===== src/rtl/rtq_pkg.sv =====
package rtq_pkg;
    parameter int unsigned DEPTH = 8;
    parameter int unsigned NREG  = 16;
    parameter int unsigned DW    = 32;

    localparam int unsigned IW = $clog2(DEPTH);
    localparam int unsigned RW = $clog2(NREG);
    localparam int unsigned CW = $clog2(DEPTH + 1);

    typedef logic [IW-1:0]           slot_t;
    typedef logic [RW-1:0]           reg_t;
    typedef logic [DW-1:0]           word_t;
    typedef logic [CW-1:0]           cnt_t;
    typedef logic [NREG-1:0][DW-1:0] file_t;

    typedef struct packed {
        logic  vld;
        logic  done;
        logic  exc;
        reg_t  dst;
        word_t val;
    } slot_s;

    function automatic slot_t slot_inc(slot_t p);
        return (p == slot_t'(DEPTH - 1)) ? '0 : p + 1'b1;
    endfunction
endpackage


===== src/rtl/rtq_ctrl.sv =====
module rtq_ctrl
    import rtq_pkg::*;
(
    input  logic  clk,
    input  logic  rst,
    input  logic  clear,
    input  logic  push,
    input  logic  pop,
    output slot_t head,
    output slot_t tail,
    output logic  full,
    output logic  empty
);
    cnt_t count_q;

    always_ff @(posedge clk) begin
        if (rst || clear) begin
            head    <= '0;
            tail    <= '0;
            count_q <= '0;
        end else begin
            if (pop)  head <= slot_inc(head);
            if (push) tail <= slot_inc(tail);
            case ({push, pop})
                2'b10:   count_q <= count_q + 1'b1;
                2'b01:   count_q <= count_q - 1'b1;
                default: count_q <= count_q;
            endcase
        end
    end

    assign full  = (count_q == cnt_t'(DEPTH));
    assign empty = (count_q == '0);
endmodule


===== src/rtl/rtq_slots.sv =====
module rtq_slots
    import rtq_pkg::*;
(
    input  logic  clk,
    input  logic  rst,
    input  logic  clear,
    input  logic  push,
    input  slot_t push_idx,
    input  reg_t  push_dst,
    input  logic  pop,
    input  slot_t pop_idx,
    input  logic  cmp_vld,
    input  slot_t cmp_idx,
    input  word_t cmp_val,
    input  logic  cmp_exc,
    output logic  cmp_take,
    output reg_t  cmp_dst,
    output slot_s head_ent
);
    slot_s ent_q [DEPTH];

    assign cmp_take = cmp_vld && ent_q[cmp_idx].vld && !ent_q[cmp_idx].done;
    assign cmp_dst  = ent_q[cmp_idx].dst;
    assign head_ent = ent_q[pop_idx];

    always_ff @(posedge clk) begin
        for (int i = 0; i < DEPTH; i++) begin
            if (rst || clear) begin
                ent_q[i] <= '0;
            end else if (push && push_idx == slot_t'(i)) begin
                ent_q[i] <= '{vld: 1'b1, done: 1'b0, exc: 1'b0, dst: push_dst, val: '0};
            end else if (pop && pop_idx == slot_t'(i)) begin
                ent_q[i] <= '0;
            end else if (cmp_take && cmp_idx == slot_t'(i)) begin
                ent_q[i].done <= 1'b1;
                ent_q[i].exc  <= cmp_exc;
                ent_q[i].val  <= cmp_val;
            end
        end
    end
endmodule


===== src/rtl/rtq_regfile.sv =====
module rtq_regfile
    import rtq_pkg::*;
(
    input  logic  clk,
    input  logic  rst,
    input  logic  wr_en,
    input  reg_t  wr_idx,
    input  word_t wr_val,
    input  logic  cpy_en,
    input  file_t cpy_src,
    input  reg_t  rd_idx,
    output word_t rd_val,
    output file_t all_q
);
    for (genvar g = 0; g < NREG; g++) begin : g_reg
        word_t q;
        always_ff @(posedge clk) begin
            if (rst)                                q <= '0;
            else if (cpy_en)                        q <= cpy_src[g];
            else if (wr_en && wr_idx == reg_t'(g))  q <= wr_val;
        end
        assign all_q[g] = q;
    end

    assign rd_val = all_q[rd_idx];
endmodule


===== src/rtl/retire_queue.sv =====
module retire_queue
    import rtq_pkg::*;
(
    input  logic  clk,
    input  logic  rst,
    input  logic  alloc_req,
    input  reg_t  alloc_dst,
    output logic  alloc_ok,
    output slot_t alloc_id,
    input  logic  cmp_vld,
    input  slot_t cmp_id,
    input  word_t cmp_data,
    input  logic  cmp_exc,
    output logic  ret_vld,
    output reg_t  ret_dst,
    output word_t ret_data,
    output logic  ret_exc,
    output logic  flush,
    output logic  full,
    output logic  empty,
    input  reg_t  fe_rd_idx,
    output word_t fe_rd_data,
    input  reg_t  ar_rd_idx,
    output word_t ar_rd_data
);
    slot_t head, tail;
    slot_s head_ent;
    logic  cmp_take;
    reg_t  cmp_dst;
    file_t fe_all, ar_all;

    assign ret_vld  = head_ent.vld && head_ent.done;
    assign ret_dst  = head_ent.dst;
    assign ret_data = head_ent.val;
    assign ret_exc  = head_ent.exc;
    assign flush    = ret_vld && head_ent.exc;
    assign alloc_ok = alloc_req && !full && !flush;
    assign alloc_id = tail;

    rtq_ctrl ctrl_i (
        .clk(clk), .rst(rst), .clear(flush),
        .push(alloc_ok), .pop(ret_vld),
        .head(head), .tail(tail), .full(full), .empty(empty)
    );

    rtq_slots slots_i (
        .clk(clk), .rst(rst), .clear(flush),
        .push(alloc_ok), .push_idx(tail), .push_dst(alloc_dst),
        .pop(ret_vld), .pop_idx(head),
        .cmp_vld(cmp_vld), .cmp_idx(cmp_id), .cmp_val(cmp_data), .cmp_exc(cmp_exc),
        .cmp_take(cmp_take), .cmp_dst(cmp_dst), .head_ent(head_ent)
    );

    rtq_regfile fe_file_i (
        .clk(clk), .rst(rst),
        .wr_en(cmp_take && !flush), .wr_idx(cmp_dst), .wr_val(cmp_data),
        .cpy_en(flush), .cpy_src(ar_all),
        .rd_idx(fe_rd_idx), .rd_val(fe_rd_data), .all_q(fe_all)
    );

    rtq_regfile ar_file_i (
        .clk(clk), .rst(rst),
        .wr_en(ret_vld && !head_ent.exc), .wr_idx(head_ent.dst), .wr_val(head_ent.val),
        .cpy_en(1'b0), .cpy_src('0),
        .rd_idx(ar_rd_idx), .rd_val(ar_rd_data), .all_q(ar_all)
    );
endmodule


===== config.mk =====
export PLATFORM = sky130hd
export DESIGN_NAME = retire_queue
export DESIGN_NICKNAME = d
export VERILOG_FILES = /design/src/rtl/rtq_pkg.sv /design/src/rtl/rtq_ctrl.sv /design/src/rtl/rtq_slots.sv /design/src/rtl/rtq_regfile.sv /design/src/rtl/retire_queue.sv
export SDC_FILE = /design/constraint.sdc
export NUM_CORES = 2
export LEC_CHECK = 0
export BUFFER_PORTS_ARGS = -buffer_cell sky130_fd_sc_hd__buf_2
export CAP_MARGIN = 25
export CELL_PAD_IN_SITES_DETAIL_PLACEMENT = 1
export CELL_PAD_IN_SITES_GLOBAL_PLACEMENT = 1
export CORE_ASPECT_RATIO = 0.6
export CORE_MARGIN = 5
export CORE_UTILIZATION = 30
export CTS_CLUSTER_DIAMETER = 40
export DETAILED_ROUTE_END_ITERATION = 12
export PLACE_DENSITY_LB_ADDON = 0.08
export SETUP_SLACK_MARGIN = 0.5
export SLEW_MARGIN = 20
export SYNTH_ARGS = -nofsm -noshare
export SYNTH_HDL_FRONTEND = slang
export SYNTH_SLANG_ARGS = --single-unit

===== constraint.sdc =====
create_clock -name clk -period 6.57 [get_ports clk]
set_input_delay 0.9855 -clock clk [delete_from_list [all_inputs] [get_ports clk]]
set_output_delay 0.9855 -clock clk [all_outputs]
set_load 0.01 [all_outputs]

# [Yosys cells after proc, flatten, opt, wreduce, memory -nomap -nowiden]
# Memory sizes are Yosys's and may differ from the RTL's. A register that Yosys moved wholly into a read port is not among the register bits.
# Index checks and enable logic that the tools add are counted.
[classes] n_addsub=4 magnitude_cmp=2 n_eq_ne=54 muxes=179 bitwise_logic=40 n_reduce_logical=92
[ops] operator="32-bit 2-to-1 mux" n=42
[ops] operator="39-bit 2-to-1 mux" n=16
[ops] operator="32-bit binary-select mux with 4-bit select" n=2
[ops] operator="1-bit 2-to-1 mux" n=114
[ops] operator="4-bit == test, second input constant" n=17
[ops] operator="1-bit logical AND" n=64
[ops] operator="1-bit OR" n=40
[ops] operator="3-bit == test, second input constant" n=12
[ops] operator="2-bit nonzero test" n=17
[ops] operator="4-bit by 3-bit == test with 1-bit output, second input constant" n=8
[ops] operator="3-bit by 2-bit == test with 1-bit output, second input constant" n=6
[ops] operator="4-bit by 2-bit == test with 1-bit output, second input constant" n=4
[ops] operator="4-bit logical NOT" n=3
[ops] operator="3-bit 2-to-1 mux" n=4
[ops] operator="4-bit by 5-bit < comparator with 1-bit output, second input constant" n=2
[ops] operator="3-bit by 1-bit == test with 1-bit output, second input constant" n=3
[ops] operator="3-bit logical NOT" n=3
[ops] operator="4-bit by 1-bit == test with 1-bit output, second input constant" n=2
[ops] operator="4-bit one-hot mux with 2 select lines" n=1
[ops] operator="3-bit by 1-bit adder with 3-bit output, second input constant" n=2
[ops] operator="4-bit by 1-bit adder with 4-bit output, second input constant" n=1
[ops] operator="1-bit logical NOT" n=4
[ops] operator="4-bit by 1-bit subtractor with 4-bit output, second input constant" n=1
[ops] operator="2-bit by 1-bit == test with 1-bit output, second input constant" n=1
[ops] operator="2 further kinds" n=2
[totals] register_bits=1034 ramBits=312 in_bits=52 output_inout_bits=109 word_cells=407 mem_count=1
[mem_list] name="slots_i.ent_q" words=8 width=39 rd=2 rd_ports_with_merged_regs=1 wr=8 line="rtq_slots.sv:20" rtl="slot_s ent_q [DEPTH];"

# [Depth between registers and ports, before layout]
[logic_depth] word_depth=11 depth_mapped=18 depth_no_buf=14

# [By module]
# From an unflattened synthesis, not the netlist that was laid out.
[hier_totals] cells_unflattened=7967 area_unflattened_um2=73185.2
[modules_own_cells] module="rtq_regfile" instances=2 cells_each=3306 area_each_um2=27664.0 seq_area_each_um2=10249.8
[modules_own_cells] module="rtq_slots" instances=1 cells_each=1287 area_each_um2=17231.5 seq_area_each_um2=9369.0
[modules_own_cells] module="rtq_ctrl" instances=1 cells_each=62 area_each_um2=579.3 seq_area_each_um2=200.2
[modules_own_cells] module="retire_queue" instances=1 cells_each=6 area_each_um2=46.3 seq_area_each_um2=0.0

# [Worst setup path before layout]
# No wires, ideal clock.
[synth_path] kind="in2out" from="input fe_rd_idx[1]" to="output fe_rd_data[15]" arrival_time_ns=3.068 required_time_ns=5.584 slack_ns=2.517 cell_stages=4 n_path_buf=2 path_cell_list="clkbuf_1 > buf_1 > mux4_2 > mux4_2"
[synth_via] elab_chain_len=2
[synth_lines] item="from (decl)" line="retire_queue.sv:21" rtl="input reg_t fe_rd_idx,"
[synth_lines] item="32-bit binary-select mux with 4-bit select" line="rtq_regfile.sv:25" rtl="assign rd_val = all_q[rd_idx];"
[synth_lines] item="32-bit 2-to-1 mux (not written as such)" line="rtq_regfile.sv:25"
[synth_lines] item="to (decl)" line="retire_queue.sv:22" rtl="output word_t fe_rd_data,"
# No other way between the ends. The select of a mux whose other input is x is not followed.

==> impl_results.md <==
* Flops & latches, synth at 1349
* Total CTS buffers at 183
* Crit share post-route at 78.79%
* Synthesized Nets at approximately 5.8k
* Commonest non-fill, non-tap cell in the layout: dfxtp_1
* Gpl congestion at 0.7966
* CP cell instances: buf_4, inv_1, a221o_1, o21ai_1, or3_4, inv_8, buf_4, buf_12, a221oi_1, nor3_1
* Leakage at 29.50 nW
* Drt total wl at ~280000 um
* Critical Path RT at 7.28 ns
* CP max stage delay at a little under 0.9 ns
* Main synth FF type: dfxtp_1
* CTS tree: yes
* Pwr dens at 290.1 nW/um^2
* Worst r2r dst: fe_file_i.g_reg[4].q[27]
* GRT Overall Usage at between 20% and 30%
* Critical path depth at 10
* Maximum number of pins on one net before global-route repair at 181
* Register area at 30140 sq um
* DR iter-0 viols at 4752
* Area of the multi-input gates at 30080 sq um
* H-tree depth at 4
* Nets@finish at 5688
* Peak Freq at 0.1932 GHz
* Synth unique cells at 62
* Vias in the first global route at 50.70k
* Reg2reg path depth at 10
* I/O Buffers at 160
* DR WL/cell at 33.27 um
* Drt first pass iters at 5
* Most frequent cells in the layout: 1034 x dfxtp_1, 768 x nor2_1, 597 x nand2_1, 540 x mux2i_1, 517 x nor3_1
* Clk slew on worst S/H paths at ~0.060 ns
* Die height at 363.6 um
* Post-cts hold buffer count at 0
* Gr ovfl total at 0
* Worst-margin pin slew at about 1.2 ns
* ANT nets after route at 0
* Crit path capture type: register
* Core area at 206800 sq um
* Final setup fails at 0
* Mean post-synth cell area at 10.90 sq um
* Slowest cell on crit path: buf_4
* Hold WC Path Type: register to register
* # Max-Cap Violations at 0
* CP top delay family: buffers and inverters
* Number of vias per cell at 5.847
* Skew final at around 0.044 ns
* Tmin final at 5.177 ns
* Max-slew violations at 0
* DRC at 0
* Die area at 218000 sq um
* Io pins at 161
* Post-synthesis sequential area ratio at 48.18%
* Initial Utilization at 30.24%
* Fin area at 72330 sq um
* Final hold vios at 0
* Peak supply drop at roughly 0.00020 V
* Status: finished clean
* RSZ-0062 raised after global routing: false
* Crit path to: fe_file_i.g_reg[4].q[27]
* CP max FO at around 170
* CTS root buffer: clkbuf_16
* Die X at 599.4 um
* Setup bufs post-CTS at 0
* Top cell by count, worst path: buf_4
* Netlist Area Pre-Place at between 60000 and 70000 sq um
* Bufs and invs on worst path at 5
* Global-route wire length before repair at a little over 400000 um
* DPL Wire Length at 161100 um
* CTS Buffer Depth at 4
* Post-CTS resize count at 0
* FFs w/ async S/R, synth at 0%
* Area after DPL at 65930 sq um
* Layout area overhead at 15.68%
* Clock latency on the worst-skew pair at 0.84 ns
* Normalized max-slew margin at 21.68%
* Setup TNS at 0 ns
* Fillers at around 22k
* WS Path Type: register to register
* Sink Count at 1349
* Layout cells sized above 1 at 18.98%
* Critical Path Source Type: register
* YS warnings at 0
* Vias at 49.81k
* Row count at 129
* Initial antenna violation count at 8
* CP arrival at 5.89 ns
* FF-to-FF setup slack at 1.39 ns
* Post-Synthesis Cells at roughly 5.7k
* Number of flops mapped to enable cells by yosys at between 300 and 400
-- report_power, final --
group	leakage [nW]	switching, W	internal, W
sequential	11.6	0.0000787	0.00864
combinational	14.8	0.00116	0.000415
clock	3.06	0.00423	0.00646
-- synth_stat cells (2+ instances only) --
library cell | number | area (sq um)
a211oi_1 | 3 | 22.52
a21boi_1 | 2 | 15.01
a21o_1 | 2 | 15.01
a21oi_1 | 11 | 55.05
a221o_1 | 13 | 130.1
a221oi_1 | 512 | 4484
a22oi_1 | 3 | 22.52
a31oi_1 | 3 | 18.77
a32oi_1 | 2 | 17.52
and2_1 | 80 | 500.5
and3_1 | 139 | 869.6
buf_1 | 36 | 135.1
buf_2 | 178 | 890.9
buf_4 | 20 | 150.1
clkbuf_1 | 355 | 1333
dfxtp_1 | 1037 | 20760
edfxtp_1 | 312 | 9369
ha_1 | 15 | 187.7
inv_1 | 16 | 60.06
inv_2 | 2 | 7.510
mux2_2 | 47 | 529.3
mux2i_1 | 540 | 5405
mux4_2 | 398 | 8964
nand2_1 | 601 | 2256
nand2b_1 | 11 | 68.82
nand3_1 | 20 | 100.1
nand3b_1 | 4 | 30.03
nand4_1 | 22 | 137.6
nand4b_1 | 4 | 35.03
nor2_1 | 768 | 2883
nor2b_1 | 9 | 56.30
nor3_1 | 521 | 2608
nor4_1 | 4 | 25.02
o21ai_0 | 10 | 50.05
o21ai_1 | 2 | 10.01
o31a_1 | 2 | 17.52
or3_1 | 3 | 18.77
xor2_1 | 3 | 26.28
-- registers in the layout, summed over array words and instances, names as in the netlist, named ones only --
register	flops
ar_file_i.g.q	512
ctrl_i.head	3
ctrl_i.count_q	4
fe_file_i.g.q	512
slots_i.ent_q	312
ctrl_i.tail	3
-- metal layers --
metal / wire (um) / track usage (%) / vias to the layer above
met5: 0 / 0 / -
met4: 5962 / 5.392 / 0
met3: 16710 / 4.029 / 330
met2: 127300 / 39.67 / 1668
met1: 133500 / 37.21 / 26550
li1: - / - / 21260
-- worst min path at each step --
| stage | start | to | slack [ns] | cells after the start |
|---|---|---|---|---|
| 2_1_floorplan | ar_file_i.g_reg[0].q[0] | ar_file_i.g_reg[0].q[0] | 0.45 | 2 |
| 6_report | ar_file_i.g_reg[3].q[13] | ar_file_i.g_reg[3].q[13] | 0.48 | 2 |
| 4_1_cts | alloc_dst[2] | slots_i.ent_q[7][34] | 0.46 | 2 |
| 5_1_grt | cmp_exc | slots_i.ent_q[7][36] | 0.49 | 2 |
| 3_5_place_dp | ar_file_i.g_reg[13].q[14] | ar_file_i.g_reg[13].q[14] | 0.47 | 2 |
| 3_3_place_gp | ar_file_i.g_reg[0].q[22] | ar_file_i.g_reg[0].q[22] | 0.46 | 2 |
-- stage by stage --
step           total power, W  worst slack [ns]  utilization (%)  cells  hold slack, ns
2_1_floorplan        0.009725             2.517                -   5734          0.4452
3_3_place_gp          0.01047             1.586            31.79   8176          0.4580
3_5_place_dp          0.01048             1.515            31.89   8185          0.4670
4_1_cts               0.02119             1.506            34.96   8513          0.4606
5_1_grt               0.02162             1.136            34.98   8515          0.4851
6_report              0.02098             1.393            34.98   8519          0.4761
-- cells by family after synthesis --
| group | after synthesis | synth area share, % |
|---|---|---|
| XOR/XNOR | 4 | 0.05604 |
| multiplexers | 986 | 23.86 |
| AND/OR/NAND/NOR | 2193 | 15.45 |
| AO/OA/AOI/OAI | 580 | 8.030 |
| adder cells (fa/ha/maj) | 15 | 0.3002 |
| flip-flops | 1349 | 48.18 |
| buffers and inverters | 607 | 4.120 |
-- layout make-up --
type	count	share of cell area (%)
Antenna cell	4	0.01384
Clock buffer	233	7.132
Clock inverter	95	1.668
Inverter	18	0.1142
Multi-Input combinational cell	3778	41.59
Sequential cell	1349	41.67
Tap cell	2751	4.759
Timing Repair Buffer	291	3.055
-- worst register-to-register path, stage by stage, from the launching register on --
cell and delay (ns):
dfxtp_2 0.30, buf_4 0.24, inv_1 0.75, a221o_1 0.21, o21ai_1 0.23, or3_4 0.60
inv_8 0.54, buf_4 0.98, buf_12 0.68, a221oi_1 0.33, nor3_1 0.22
Power figures use the tool's default switching activity.
